===== config.mk =====
export PLATFORM = sky130hd
export DESIGN_NAME = prog_seq
export DESIGN_NICKNAME = d
export VERILOG_FILES = /design/src/rtl/prog_seq_pkg.sv /design/src/rtl/prog_seq_timer.sv /design/src/rtl/prog_seq_addr.sv /design/src/rtl/prog_seq.sv
export SDC_FILE = /design/constraint.sdc
export NUM_CORES = 1
export LEC_CHECK = 0
export ABC_AREA = 0
export BUFFER_PORTS_ARGS = -buffer_cell sky130_fd_sc_hd__buf_2
export CAP_MARGIN = 10
export CORE_MARGIN = 3
export CORE_UTILIZATION = 50
export DETAILED_ROUTE_END_ITERATION = 8
export PLACE_DENSITY = 0.84
export SYNTH_ARGS = -nofsm -noshare
export SYNTH_HDL_FRONTEND = slang
export SYNTH_SLANG_ARGS = --single-unit

===== constraint.sdc =====
create_clock -name clk -period 2.9 [get_ports clk]
set_input_delay 0.145 -clock clk [delete_from_list [all_inputs] [get_ports clk]]
set_output_delay 0.145 -clock clk [all_outputs]
set_load 0.02 [all_outputs]

===== src/rtl/prog_seq_pkg.sv =====
package prog_seq_pkg;

   typedef enum logic [1:0] {
      PH_ERASE  = 2'd0,
      PH_BLANK  = 2'd1,
      PH_PROG   = 2'd2,
      PH_VERIFY = 2'd3
   } phase_e;

   typedef enum logic [3:0] {
      S_IDLE,
      S_E_SET,
      S_E_PULSE,
      S_E_HOLD,
      S_E_REC,
      S_B_READ,
      S_P_VSET,
      S_P_FETCH,
      S_P_SET,
      S_P_PULSE,
      S_P_HOLD,
      S_P_REC,
      S_V_FETCH,
      S_V_READ,
      S_DONE
   } state_e;

   function automatic int max2(input int a, input int b);
      return (a > b) ? a : b;
   endfunction

endpackage


===== src/rtl/prog_seq_timer.sv =====
module prog_seq_timer #(
   parameter int W = 8
) (
   input  logic         clk,
   input  logic         rst_n,
   input  logic         clr,
   output logic [W-1:0] cnt
);
   always_ff @(posedge clk or negedge rst_n) begin
      if (!rst_n)           cnt <= '0;
      else if (clr)         cnt <= '0;
      else if (cnt != '1)   cnt <= cnt + 1'b1;
   end
endmodule


===== src/rtl/prog_seq_addr.sv =====
module prog_seq_addr #(
   parameter int AW = 17
) (
   input  logic          clk,
   input  logic          rst_n,
   input  logic          clr,
   input  logic          inc,
   output logic [AW-1:0] addr,
   output logic          last
);
   always_ff @(posedge clk or negedge rst_n) begin
      if (!rst_n)     addr <= '0;
      else if (clr)   addr <= '0;
      else if (inc)   addr <= addr + 1'b1;
   end

   assign last = &addr;
endmodule


===== src/rtl/prog_seq.sv =====
module prog_seq
   import prog_seq_pkg::*;
#(
   parameter int ADDR_W   = 17,
   parameter int DATA_W   = 8,
   parameter int CLK_KHZ  = 125000,
   parameter int ERASE_US = 150000,
   parameter int PROG_US  = 20,
   parameter int SETUP_US = 2,
   parameter int RECOV_US = 2,
   parameter int READ_NS  = 100
) (
   input  logic              clk,
   input  logic              rst_n,
   input  logic              start,
   input  logic              abort,
   output logic [ADDR_W-1:0] mem_addr,
   output logic [DATA_W-1:0] mem_wdata,
   output logic              mem_wdata_oe,
   input  logic [DATA_W-1:0] mem_rdata,
   output logic              ce_n,
   output logic              oe_n,
   output logic              we_n,
   output logic              hv_oe_en,
   output logic              hv_a9_en,
   output logic              src_req,
   output logic [ADDR_W-1:0] src_addr,
   input  logic              src_valid,
   input  logic [DATA_W-1:0] src_data,
   output logic              done,
   output logic              pass,
   output logic [ADDR_W-1:0] fail_addr,
   output logic [1:0]        phase
);
   localparam int CYC_US    = CLK_KHZ / 1000;
   localparam int ERASE_CYC = ERASE_US * CYC_US;
   localparam int PROG_CYC  = PROG_US * CYC_US;
   localparam int SETUP_CYC = SETUP_US * CYC_US;
   localparam int RECOV_CYC = RECOV_US * CYC_US;
   localparam int READ_CYC  = max2(1, (READ_NS * CLK_KHZ + 999999) / 1000000);
   localparam int MAX_CYC   = max2(max2(ERASE_CYC, PROG_CYC),
                                   max2(max2(SETUP_CYC, RECOV_CYC), READ_CYC));
   localparam int TW        = $clog2(MAX_CYC + 1);

   localparam logic [TW-1:0] T_ERASE = TW'(ERASE_CYC - 1);
   localparam logic [TW-1:0] T_PROG  = TW'(PROG_CYC - 1);
   localparam logic [TW-1:0] T_SET   = TW'(SETUP_CYC - 1);
   localparam logic [TW-1:0] T_REC   = TW'(RECOV_CYC - 1);
   localparam logic [TW-1:0] T_READ  = TW'(READ_CYC - 1);
   localparam logic [DATA_W-1:0] BLANK = '1;

   // elaboration-time parameter checks
   generate
      if (ADDR_W < 4 || ADDR_W > 19) begin : g_bad_aw
         $error("prog_seq: ADDR_W must lie in 4..19");
      end
      if (DATA_W < 1) begin : g_bad_dw
         $error("prog_seq: DATA_W must be positive");
      end
      if (CLK_KHZ < 1000 || (CLK_KHZ % 1000) != 0) begin : g_bad_clk
         $error("prog_seq: CLK_KHZ must be a whole number of MHz");
      end
      if (ERASE_US < 1 || PROG_US < 1 || SETUP_US < 1 || RECOV_US < 1) begin : g_bad_us
         $error("prog_seq: every timing window must be at least 1 us");
      end
   endgenerate

   state_e              st_q, st_d;
   phase_e              ph_q, ph_d;
   logic                pass_q, pass_d;
   logic [ADDR_W-1:0]   fa_q, fa_d;
   logic [DATA_W-1:0]   data_q;
   logic                data_ld;
   logic                a_clr, a_inc, a_last;
   logic [ADDR_W-1:0]   addr;
   logic [TW-1:0]       tcnt;
   logic                t_clr;

   prog_seq_timer #(.W(TW)) u_timer (
      .clk(clk), .rst_n(rst_n), .clr(t_clr), .cnt(tcnt)
   );

   prog_seq_addr #(.AW(ADDR_W)) u_addr (
      .clk(clk), .rst_n(rst_n), .clr(a_clr), .inc(a_inc),
      .addr(addr), .last(a_last)
   );

   always_comb begin
      st_d    = st_q;
      ph_d    = ph_q;
      pass_d  = pass_q;
      fa_d    = fa_q;
      a_clr   = 1'b0;
      a_inc   = 1'b0;
      data_ld = 1'b0;
      unique case (st_q)
         S_IDLE, S_DONE: if (start) begin
            st_d = S_E_SET; ph_d = PH_ERASE; pass_d = 1'b0; fa_d = '0; a_clr = 1'b1;
         end
         S_E_SET:   if (tcnt == T_SET)   st_d = S_E_PULSE;
         S_E_PULSE: if (tcnt == T_ERASE) st_d = S_E_HOLD;
         S_E_HOLD:  if (tcnt == T_SET)   st_d = S_E_REC;
         S_E_REC:   if (tcnt == T_REC) begin
            st_d = S_B_READ; ph_d = PH_BLANK; a_clr = 1'b1;
         end
         S_B_READ: if (tcnt == T_READ) begin
            if (mem_rdata != BLANK) begin
               st_d = S_DONE; fa_d = addr;
            end else if (a_last) begin
               st_d = S_P_VSET; ph_d = PH_PROG; a_clr = 1'b1;
            end else begin
               a_inc = 1'b1;
            end
         end
         S_P_VSET:  if (tcnt == T_SET) st_d = S_P_FETCH;
         S_P_FETCH: if (src_valid) begin
            st_d = S_P_SET; data_ld = 1'b1;
         end
         S_P_SET:   if (tcnt == T_SET)  st_d = S_P_PULSE;
         S_P_PULSE: if (tcnt == T_PROG) st_d = S_P_HOLD;
         S_P_HOLD:  if (tcnt == T_SET) begin
            if (a_last) st_d = S_P_REC;
            else begin
               st_d = S_P_FETCH; a_inc = 1'b1;
            end
         end
         S_P_REC: if (tcnt == T_REC) begin
            st_d = S_V_FETCH; ph_d = PH_VERIFY; a_clr = 1'b1;
         end
         S_V_FETCH: if (src_valid) begin
            st_d = S_V_READ; data_ld = 1'b1;
         end
         S_V_READ: if (tcnt == T_READ) begin
            if (mem_rdata != data_q) begin
               st_d = S_DONE; fa_d = addr;
            end else if (a_last) begin
               st_d = S_DONE; pass_d = 1'b1;
            end else begin
               st_d = S_V_FETCH; a_inc = 1'b1;
            end
         end
         default: st_d = S_IDLE;
      endcase
      if (abort) begin
         st_d = S_IDLE; ph_d = PH_ERASE; pass_d = 1'b0; fa_d = '0;
         a_inc = 1'b0; data_ld = 1'b0;
      end
   end

   assign t_clr = (st_d != st_q) || a_inc;

   always_ff @(posedge clk or negedge rst_n) begin
      if (!rst_n) begin
         st_q   <= S_IDLE;
         ph_q   <= PH_ERASE;
         pass_q <= 1'b0;
         fa_q   <= '0;
         data_q <= '0;
      end else begin
         st_q   <= st_d;
         ph_q   <= ph_d;
         pass_q <= pass_d;
         fa_q   <= fa_d;
         if (data_ld) data_q <= src_data;
      end
   end

   // strobes and requests decoded from the registered state only
   assign ce_n         = (st_q == S_IDLE) || (st_q == S_DONE);
   assign oe_n         = !((st_q == S_B_READ) || (st_q == S_V_READ));
   assign we_n         = !((st_q == S_E_PULSE) || (st_q == S_P_PULSE));
   assign hv_a9_en     = (st_q == S_E_SET) || (st_q == S_E_PULSE) || (st_q == S_E_HOLD);
   assign hv_oe_en     = hv_a9_en || (st_q == S_P_VSET) || (st_q == S_P_FETCH) ||
                         (st_q == S_P_SET) || (st_q == S_P_PULSE) || (st_q == S_P_HOLD);
   assign mem_wdata_oe = (st_q == S_P_SET) || (st_q == S_P_PULSE) || (st_q == S_P_HOLD);
   assign src_req      = (st_q == S_P_FETCH) || (st_q == S_V_FETCH);
   assign mem_addr     = addr;
   assign src_addr     = addr;
   assign mem_wdata    = data_q;
   assign done         = (st_q == S_DONE);
   assign pass         = pass_q;
   assign fail_addr    = fa_q;
   assign phase        = ph_q;

endmodule


==> reports/metrics.csv <==
metric;value;unit
ys_types;63;
fin_crit_sh;98.4;%
dp.cells;699;
clock_skew;0.00829;ns
drt_pass1_iterations;6;
multi_input_area;2420;sq um
synth_area;4530;sq um
overflow;0;
grt_pass1_vias;3874;
rows;34;
ant_nets;0;
synth_top_flop_cell;dfrtp_1;
ctsLongestPathBuffers;2;
drc;0;
cts_tree;done;
synthSimpleGateAreaFrac;25.5;%
grtUsageTotal;22.7;%
crit_path_top_delay_cell;or4_1;
wl;12000;microns
critical_path_class;flip-flop to flip-flop;
powerDensity;424;nW/um^2
synth_nets;530;
final_common_cell;buf_2;
synth_top_family_by_area;simple AND/OR/NAND/NOR gates;
worst_pin_slew;0.765;ns
regArea;1850;sq um
nFillCells;670;
viasPerCell;5.90;
synth_cells;504;
drtIter0Drc;277;
critPathCaptureType;flip-flop;
area_growth;22.8;%
synth-compound-area-share;10.1;%
setup_viol;0;
die_area;10200;sq um
peakVddDrop;0.295;mV
crit_chain;or4_1 > or3_4 > or3_1 > o41ai_1 > a211oi_1 > nand4_2 > buf_6 > buf_4 > nor2_1;
layout-drive-gt1-share;30.3;%
place.detailed.hpwl;8250;microns
cp_data_arrival_time;3.10;ns
synthAdderAreaFrac;1.38;%
die_w;101;microns
rsz0062_at_grt;true;
reg2reg_depth;9;
clock_sinks;74;
final_hold_viol_count;0;
slew_viol_final;0;
timing.rr.start;u_timer.cnt[15];
vias;4261;
maxCapViolCount;0;
cts_root_buffer;clkbuf_8;
synth.area.mux_share;6.93;%
cts_buffers;9;
grt_start_max_net_pins;44;
die_h;101;microns
nets;635;
io_pins;91;
ys_warn_count;0;
coreArea;8760;sq um
fmax;0.351;GHz
holdPathStages;2;
holdPathEnd;mem_wdata[4];
final_cell_mix;buf_2, dfrtp_1, nor2_1, nand2_1, buf_4;
grt_first_pass_wirelength;18800;microns
synth_xor_area_share;7.54;%
htreeDepth;3;
slew_headroom;49.0;%
wl_per_cell;16.6;microns
clk_pin_slew_worst_paths;0.08;ns
hp-start;src_data[4];
required;3.15;ns
critPathLaunchType;flip-flop;
fin_crit;2.85;ns
synth-seq-area-share;40.9;%
r2r_slack;0.05;ns
syn_area_per_cell;8.99;sq um
p_leak;2.71;nW
gp_congestion;0.991;
hold_slack;0.0142;ns
synthArstFlopShare;100;%
ys_ff_latch;74;
synth-edff-count;0;
antenna_found_initial;0;
slowest_delay;0.56;ns
r2r_end;u_timer.cnt[16];
status;finished, final reports clean;
initial_core_util;51.7;%
hp-class;input port to flip-flop;
antenna_cells;0;
insertion_delay;0.36;ns
stdcell_count;722;
io_buffers;90;
cp_max_fo;8;
## Yosys cell counts (all sizes together) (2+ instances only)
| cell | count | share of area [%] |
|---|---|---|
| nand4bb | 2 | 0.50 |
| a32oi | 2 | 0.39 |
| xor2 | 20 | 3.9 |
| nand2 | 50 | 4.1 |
| dfrtp | 74 | 41 |
| nand2b | 7 | 0.97 |
| a41oi | 4 | 0.77 |
| o21ai | 9 | 0.99 |
| clkbuf | 18 | 1.5 |
| and4 | 4 | 0.77 |
| nor4 | 9 | 1.6 |
| and2 | 5 | 0.69 |
| a31oi | 7 | 0.97 |
| or3 | 5 | 0.80 |
| mux2 | 11 | 2.7 |
| a211oi | 4 | 0.66 |
| xnor2 | 19 | 3.7 |
| o31ai | 3 | 0.50 |
| nor2b | 5 | 0.69 |
| ha | 5 | 1.4 |
| and3 | 11 | 1.5 |
| a21o | 2 | 0.33 |
| a2111oi | 2 | 0.39 |
| a41o | 2 | 0.44 |
| a21oi | 16 | 1.8 |
| nand3 | 16 | 1.8 |
| inv | 24 | 2.0 |
| o21a | 3 | 0.50 |
| mux2i | 19 | 4.2 |
| nor3 | 18 | 2.0 |
| nand4 | 19 | 2.8 |
| buf | 24 | 4.1 |
| and3b | 2 | 0.39 |
| o31a | 2 | 0.39 |
| nor2 | 59 | 4.9 |
## report_power, final
part / switching (mW) / internal [mW]
Clock: 0.387 / 0.572
Combinational: 0.177 / 0.128
Sequential: 0.0394 / 1.06
## state kept, by name (all words and copies together) (netlist names)
signal and flops:
mem_wdata 8, phase 2, fail_addr 17, u_timer.cnt 25, u_addr.addr 17, st_q 4, pass 1
## metrics by stage
step	utilization, %	power (mW)	setup WS, ns	area [sq um]	setup TNS [ns]
2_1_floorplan	-	1.28	0.00535	4540	0
5_1_grt	63.5	2.45	-0.0322	5560	-0.314
3_5_place_dp	59.3	1.39	-0.0317	5200	-0.183
6_report	63.5	2.36	0.0475	5560	0
3_3_place_gp	59.3	1.38	0.118	5200	0
4_1_cts	62.4	2.36	0.0236	5460	0
## cell type report
class	count	share of cell area, %
tap	108	2.43
timing repair buffer	136	14.8
sequential	74	33.3
multi-input combinational	363	43.5
clock inverter	5	1.87
inverter	25	1.69
clock buffer	11	2.36
## repair_timing
item | CTS | global route
hold buffers | 1 | 0
hold endpoints to repair | 31 | 0
setup buffers | 2 | 3
pin swaps | 1 | 5
setup endpoints to repair | 18 | 33
gates cloned | 0 | 1
gates resized for setup | 1 | 18
## layer usage
layer	global-route usage, %	share of wire [%]	vias up
met4	8.79	2.3	0
met5	0	0	-
met1	30.4	39	2019
met3	3.65	8.1	35
li1	-	-	1970
met2	37.0	50	237
## logic make-up (layout without fill, tap and decap cells)
| group | count (synthesis) | in the layout |
|---|---|---|
| XOR/XNOR | 39 | 39 |
| flip-flops | 74 | 74 |
| buffers and inverters | 67 | 177 |
| adder cells (fa/ha/maj) | 5 | 5 |
| multiplexers | 30 | 30 |
| AND/OR/NAND/NOR | 222 | 222 |
| AO/OA/AOI/OAI | 67 | 67 |
## critical path, delay by kind of cell, from the launching register on
family          cells  cell delay, ns
buf+inv             2            0.31
simple gates        5            1.61
flops               1            0.39
compound gates      2            0.44
## worst max-delay path by stage
| stage | start | to | slack, ns | cells past startpoint |
|---|---|---|---|---|
| floorplan | u_addr.addr[5] | u_timer.cnt[24] | 0.005 | 13 |
| global placement | u_addr.addr[4] | u_timer.cnt[7] | 0.12 | 12 |
| detailed placement | u_addr.addr[4] | u_timer.cnt[24] | -0.03 | 13 |
| CTS | u_addr.addr[0] | u_timer.cnt[24] | 0.02 | 13 |
| global route | u_timer.cnt[19] | u_timer.cnt[16] | -0.03 | 9 |
| finish | u_timer.cnt[15] | u_timer.cnt[16] | 0.05 | 9 |
Note: power is estimated with default switching activity, not from simulation.
